==> src/rtl/mts_pkg.sv <==
package mts_pkg;

    localparam int NUM_TYPES    = 6;
    localparam int NUM_RANKS    = 2;
    localparam int FIRST_RANKED = 1;
    localparam int NUM_RANKED   = 4;
    localparam int NUM_JOBS     = NUM_TYPES * NUM_RANKS;
    localparam int POS_W        = $clog2(NUM_JOBS + 1);
    localparam int TYPE_IDX_W   = $clog2(NUM_TYPES);
    localparam int RANK_IDX_W   = (NUM_RANKS > 1) ? $clog2(NUM_RANKS) : 1;

    localparam int BIT_BUSY = 0;
    localparam int BIT_DONE = 1;
    localparam int CFG_LSB  = 2;

    typedef enum logic [TYPE_IDX_W-1:0] {
        TT_CMD_BUS  = 3'd0,
        TT_WR_LEVEL = 3'd1,
        TT_GATE     = 3'd2,
        TT_READ     = 3'd3,
        TT_WRITE    = 3'd4,
        TT_WL_CAL   = 3'd5
    } train_type_e;

    typedef struct packed {
        logic [1:0][1:0]                          periodic_en;
        logic [1:0][1:0]                          dvfs_en;
        logic [NUM_RANKED-1:0][NUM_RANKS-1:0]     rank_mask;
        logic [NUM_TYPES-1:0]                     type_en;
    } train_cfg_t;

    localparam int CFG_W   = $bits(train_cfg_t);
    localparam int CFG_MSB = CFG_LSB + CFG_W - 1;

    typedef enum logic [1:0] {
        SQ_IDLE  = 2'd0,
        SQ_ISSUE = 2'd1,
        SQ_WAIT  = 2'd2
    } seq_state_e;

    typedef struct packed {
        logic                   valid;
        logic [POS_W-1:0]       pos;
        logic [TYPE_IDX_W-1:0]  ttype;
        logic [RANK_IDX_W-1:0]  rank;
    } job_pick_t;

endpackage

==> src/rtl/mts_ctrl_reg.sv <==
module mts_ctrl_reg
    import mts_pkg::*;
#(
    parameter int DATA_W = 32
) (
    input  logic              clk,
    input  logic              rst,
    input  logic              wr_en,
    input  logic [DATA_W-1:0] wr_data,
    input  logic              busy,
    input  logic              run_done,
    output logic              start_req,
    output train_cfg_t        cfg,
    output logic [DATA_W-1:0] rd_data
);

    logic       done_q;
    logic       accept;
    train_cfg_t cfg_q;
    logic       wr_unused_bits;

    assign wr_unused_bits = ^{wr_data[BIT_DONE], wr_data[DATA_W-1:CFG_MSB+1]};

    assign accept    = wr_en && !busy;
    assign start_req = accept && wr_data[BIT_BUSY];

    always_ff @(posedge clk) begin
        if (rst) begin
            cfg_q  <= '0;
            done_q <= 1'b0;
        end else begin
            if (accept) begin
                cfg_q <= train_cfg_t'(wr_data[CFG_MSB:CFG_LSB]);
            end
            if (start_req) begin
                done_q <= 1'b0;
            end else if (run_done) begin
                done_q <= 1'b1;
            end
        end
    end

    assign cfg = cfg_q;

    always_comb begin
        rd_data                  = '0;
        rd_data[CFG_MSB:CFG_LSB] = cfg_q;
        rd_data[BIT_DONE]        = done_q;
        rd_data[BIT_BUSY]        = busy;
    end

endmodule

==> src/rtl/mts_job_picker.sv <==
module mts_job_picker
    import mts_pkg::*;
(
    input  train_cfg_t       cfg,
    input  logic [POS_W-1:0] cursor,
    output job_pick_t        pick
);

    logic [NUM_JOBS-1:0] job_en;

    for (genvar g = 0; g < NUM_JOBS; g++) begin : g_slot
        localparam int T = g / NUM_RANKS;
        localparam int R = g % NUM_RANKS;
        if (T >= FIRST_RANKED && T < FIRST_RANKED + NUM_RANKED) begin : g_ranked
            assign job_en[g] = cfg.type_en[T] && cfg.rank_mask[T-FIRST_RANKED][R];
        end else if (R == 0) begin : g_single
            assign job_en[g] = cfg.type_en[T];
        end else begin : g_none
            assign job_en[g] = 1'b0;
        end
    end

    always_comb begin
        pick = '0;
        for (int i = NUM_JOBS - 1; i >= 0; i--) begin
            if (job_en[i] && (POS_W'(i) >= cursor)) begin
                pick.valid = 1'b1;
                pick.pos   = POS_W'(i);
                pick.ttype = TYPE_IDX_W'(i / NUM_RANKS);
                pick.rank  = RANK_IDX_W'(i % NUM_RANKS);
            end
        end
    end

endmodule

==> src/rtl/mts_sequencer.sv <==
module mts_sequencer
    import mts_pkg::*;
(
    input  logic                   clk,
    input  logic                   rst,
    input  logic                   start_req,
    input  job_pick_t              pick,
    input  logic [NUM_TYPES-1:0]   eng_done,
    output logic [POS_W-1:0]       cursor,
    output logic                   busy,
    output logic                   run_done,
    output logic [NUM_TYPES-1:0]   eng_start,
    output logic [RANK_IDX_W-1:0]  eng_rank
);

    seq_state_e               state_q;
    logic [POS_W-1:0]         cursor_q;
    logic [TYPE_IDX_W-1:0]    cur_type_q;
    logic [NUM_TYPES-1:0]     start_q;
    logic [RANK_IDX_W-1:0]    rank_q;

    assign run_done = (state_q == SQ_ISSUE) && !pick.valid;

    always_ff @(posedge clk) begin
        if (rst) begin
            state_q    <= SQ_IDLE;
            cursor_q   <= '0;
            cur_type_q <= '0;
            start_q    <= '0;
            rank_q     <= '0;
        end else begin
            start_q <= '0;
            unique case (state_q)
                SQ_IDLE: begin
                    if (start_req) begin
                        state_q  <= SQ_ISSUE;
                        cursor_q <= '0;
                    end
                end
                SQ_ISSUE: begin
                    if (pick.valid) begin
                        start_q    <= NUM_TYPES'(1) << pick.ttype;
                        rank_q     <= pick.rank;
                        cur_type_q <= pick.ttype;
                        cursor_q   <= pick.pos + POS_W'(1);
                        state_q    <= SQ_WAIT;
                    end else begin
                        state_q <= SQ_IDLE;
                    end
                end
                SQ_WAIT: begin
                    if (eng_done[cur_type_q]) begin
                        state_q <= SQ_ISSUE;
                    end
                end
                default: state_q <= SQ_IDLE;
            endcase
        end
    end

    assign cursor    = cursor_q;
    assign busy      = (state_q != SQ_IDLE);
    assign eng_start = start_q;
    assign eng_rank  = rank_q;

endmodule

==> src/rtl/mem_train_sched.sv <==
module mem_train_sched
    import mts_pkg::*;
#(
    parameter int DATA_W = 32
) (
    input  logic                   clk,
    input  logic                   rst,
    input  logic                   reg_wr_en,
    input  logic [DATA_W-1:0]      reg_wr_data,
    output logic [DATA_W-1:0]      reg_rd_data,
    output logic [NUM_TYPES-1:0]   eng_start,
    output logic [RANK_IDX_W-1:0]  eng_rank,
    input  logic [NUM_TYPES-1:0]   eng_done
);

    train_cfg_t        cfg;
    job_pick_t         pick;
    logic [POS_W-1:0]  cursor;
    logic              busy;
    logic              run_done;
    logic              start_req;

    mts_ctrl_reg #(.DATA_W(DATA_W)) u_ctrl (
        .clk       (clk),
        .rst       (rst),
        .wr_en     (reg_wr_en),
        .wr_data   (reg_wr_data),
        .busy      (busy),
        .run_done  (run_done),
        .start_req (start_req),
        .cfg       (cfg),
        .rd_data   (reg_rd_data)
    );

    mts_job_picker u_pick (
        .cfg    (cfg),
        .cursor (cursor),
        .pick   (pick)
    );

    mts_sequencer u_seq (
        .clk       (clk),
        .rst       (rst),
        .start_req (start_req),
        .pick      (pick),
        .eng_done  (eng_done),
        .cursor    (cursor),
        .busy      (busy),
        .run_done  (run_done),
        .eng_start (eng_start),
        .eng_rank  (eng_rank)
    );

endmodule

==> config.mk <==
export PLATFORM = sky130hd
export DESIGN_NAME = mem_train_sched
export DESIGN_NICKNAME = d
export VERILOG_FILES = /design/src/rtl/mts_pkg.sv /design/src/rtl/mts_ctrl_reg.sv /design/src/rtl/mts_job_picker.sv /design/src/rtl/mts_sequencer.sv /design/src/rtl/mem_train_sched.sv
export SDC_FILE = /design/constraint.sdc
export NUM_CORES = 1
export LEC_CHECK = 0
export BUFFER_PORTS_ARGS = -buffer_cell sky130_fd_sc_hd__buf_2
export CAP_MARGIN = 20
export CELL_PAD_IN_SITES_DETAIL_PLACEMENT = 1
export CELL_PAD_IN_SITES_GLOBAL_PLACEMENT = 1
export CORE_UTILIZATION = 39
export DETAILED_ROUTE_END_ITERATION = 7
export PLACE_DENSITY = 0.92
export SLEW_MARGIN = 20
export SYNTH_ARGS = -nofsm -noshare
export SYNTH_HDL_FRONTEND = slang
export SYNTH_HIERARCHICAL = 1
export SYNTH_SLANG_ARGS = --single-unit
==> constraint.sdc <==
create_clock -name clk -period 3.9 [get_ports clk]
set_input_delay 0.585 -clock clk [delete_from_list [all_inputs] [get_ports clk]]
set_output_delay 0.585 -clock clk [all_outputs]
set_load 0.01 [all_outputs]
==> results.md <==
* Cts bufs inserted at 5
* Layout cell share with drive strength beyond 1 at between 20% and 30%
* Final worst-path cycle share at approximately 64%
* ANT nets after route at 0
* Routed WL at 5.68 mm
* Final hold violations at 0
* Final Net Count at 320
* Root Driver: clkbuf_8
* Power per standard cell area at ~350 nW/um^2
* Total power at between 0.0008 and 0.0009 W
* Worst-case clock buffer depth at 2
* First-pass GRT wire length at between 9 and 10 mm
* Min Clock Period, post-route at 2.52 ns
* Avg Vias per Cell at between 5 and 6
* Final GP Congestion at roughly 0.85
* Reg clk slew, reported paths at 0.07 ns
* # diodes at 0
* Reg2reg path depth at 8
* Post-CTS setup buffers at 0
* # hold bufs at CTS at 0
* Starting DRT DRC Count at roughly 120
* Worst Skew at about 0.0099 ns
* Initial Utilization at 40.8%
* Max cap viols at 0
* Critical path data required time at 4.11 ns
* Design area at around 2400 sq um
* Yosys Warn Count at 6
* R2R Setup Slk at 1.38 ns
* Reg-to-reg startpoint: u_seq/cursor[1]
* Seq/Total Area, Yosys at roughly 34%
* CP endpoint kind: flip-flop
* GRT Overall Usage at between 10% and 20%
* H-tree levels at 2
* Post-synth top flop: dfxtp_1
* Max Clock Freq at between 300 and 400 MHz
* Worst-Margin Slew at between 0.8 and 0.9 ns
* P_leak at 1.01 nW
* Worst hold path startpoint: u_ctrl/cfg[16]
* Syn Area/Cell at 9.02 sq um
* Clock latency on the worst-skew pair at between 0.2 and 0.3 ns
* Rows at 27
* Worst R2R End: u_seq/cursor[2]
* DRC violations left at 0
* RSZ-0062 raised after global routing: false
* Routed len/inst at about 16 um
* Clock Sink Count at 39
* Gr ovfl total at 0
* Crit-path max cell delay at 0.58 ns
* Area delta synth->final at 7.05%
* Die Span X at 78.3 um
* Rel. slew slack at between 40% and 50%
* Finish-stage setup viols at 0
* Critical-path cell list: o21ai_0 > a32oi_1 > nand2_1 > o21ai_1 > ha_1 > xor2_1 > nand4b_1 > a21oi_1
* Initial antenna violation count at 0
* Startpoint Class: flip-flop
* Worst VDD drop at 0.202 mV
* Final Max Slew Viols at 0
* WP data arrival at approximately 2.7 ns
* Number of global-route vias before repair at roughly 1900
* Status: complete, no violations
* Most common cell after layout, fill and taps aside: buf_2
* Critical path buffers and inverters at 0
* Critical path type: reg2reg
* Hold Path Class: reg2reg
* Synthesized flop and latch total at 39
* Cells after Synth at 252
* FILL cells at 686
* CTS tree: yes
* DIE HEIGHT at 78.3 um
* Setup TNS at 0 ns
* Hold EP: u_ctrl/cfg[16]
* CTS resizes at 0
* Largest net degree at the start of global routing at slightly above 60
* Die area at 6140 sq um
* CP max-delay cell: o21ai_1
* Placed cell areas at about 2400 sq um
* Detailed placement HPWL at 3.98 mm
* Hold Path Depth at 2
* Port Buf Inserts at 62
* Via count at 1904
* Ys async rst share at 0%
* Worst Path Max Fanout at 9
* Cell family with most CP delay: compound AO/OA/AOI/OAI gates
* Count of cell types in the netlist at 49
* First drt pass iteration count at 4
* Num ports at 80
* Netlist Area Pre-Place at 2270 sq um
* Most frequent cells in the layout: buf_2, dfxtp_1, nand2b_1
* Post-synth EDFFs at 0
* Core ar. at 5570 sq um
## how the worst max path moves through the flow
| stage | from | slack (ns) | cells after the start | endpoint |
|---|---|---|---|---|
| 3_5_place_dp | u_seq/cursor[1] | 1.15 | 8 | u_seq/cursor[2] |
| 2_1_floorplan | u_seq/cursor[3] | 1.76 | 9 | u_seq/cursor[2] |
| 3_3_place_gp | u_seq/cursor[3] | 1.33 | 8 | u_seq/cursor[2] |
| 4_1_cts | u_seq/cursor[0] | 1.13 | 8 | u_seq/cursor[2] |
| 6_report | u_seq/cursor[1] | 1.38 | 8 | u_seq/cursor[2] |
| 5_1_grt | u_seq/cursor[0] | 1.15 | 8 | u_seq/cursor[2] |
## cell type report
type	count	area, sq um	area share (%)
Sequential cell	39	781	32.1
Clock inverter	1	5.00	0.206
Inverter	1	3.75	0.154
Tap cell	72	90.1	3.70
Multi-Input combinational cell	169	1170	47.9
Clock buffer	7	76.3	3.14
Timing Repair Buffer	62	310	12.8
## cell usage after synthesis, types with 2 or more instances
cell type	count	share of area, %
buf_2	7	1.5
nand2_1	14	2.3
nor3b_1	3	0.99
o21ai_1	22	4.8
nor2b_1	2	0.55
nand4b_1	2	0.77
a21oi_1	10	2.2
a21boi_0	2	0.66
dfxtp_1	39	34
o211ai_1	2	0.66
nor3b_2	2	1.1
mux2i_1	4	1.8
nand3_1	4	0.88
and3_1	3	0.83
nor2_1	4	0.66
and3b_1	2	0.77
xor2_1	2	0.77
buf_4	40	13
clkbuf_1	2	0.33
nand4bb_1	22	11
nand2b_1	25	6.9
o21ai_0	9	2.0
nor3_1	4	0.88
## sequential cells by signal, indices dropped and copies added (netlist names)
register,flops
u_ctrl/cfg,22
u_seq/eng_rank,1
u_seq/cur_type_q,3
u_ctrl/done_q,1
u_seq/eng_start,6
u_seq/state_q,2
u_seq/cursor,4
## logic make-up after synthesis
family,after synthesis,share of synthesized area [%]
and+or+nand+nor,99,32.5
AOI/OAI and AO/OA,55,14.4
buffers and inverters,51,15.5
DFF,39,34.4
muxes,4,1.76
xor gates and xnor gates,2,0.771
adders and majority gates,1,0.551
other,1,0.165
## per-layer routing
layer	vias up	global-route usage [%]	wire [um]
met4	0	7.59	89
met5	-	0	0
li1	908	-	-
met2	60	33.2	2830
met3	9	4.19	268
met1	927	23.1	2490
## through the flow
step                instances  setup WS, ns  utilization [%]  hold slack, ns
floorplan                 259          1.76                -           0.442
global placement          343          1.33             42.2           0.444
detailed placement        343          1.15             42.2           0.457
CTS                       351          1.13             43.6           0.470
global route              351          1.15             43.6           0.497
finish                    351          1.38             43.6           0.463
## worst reg2reg max path: cells and delay by family, from the launching register on
kind                       cells  cell delay [ns]
adders and majority gates      1             0.31
and+or+nand+nor                2             0.21
xor gates and xnor gates       1             0.16
AOI/OAI and AO/OA              4             1.29
DFF                            1             0.49
## power by group
group	internal, W	switching [W]
combinational	0.0000654	0.0000868
sequential	0.000418	0.0000189
clock	0.000126	0.000139
total	0.000609	0.000245
Note: power is estimated with default switching activity, not from simulation.
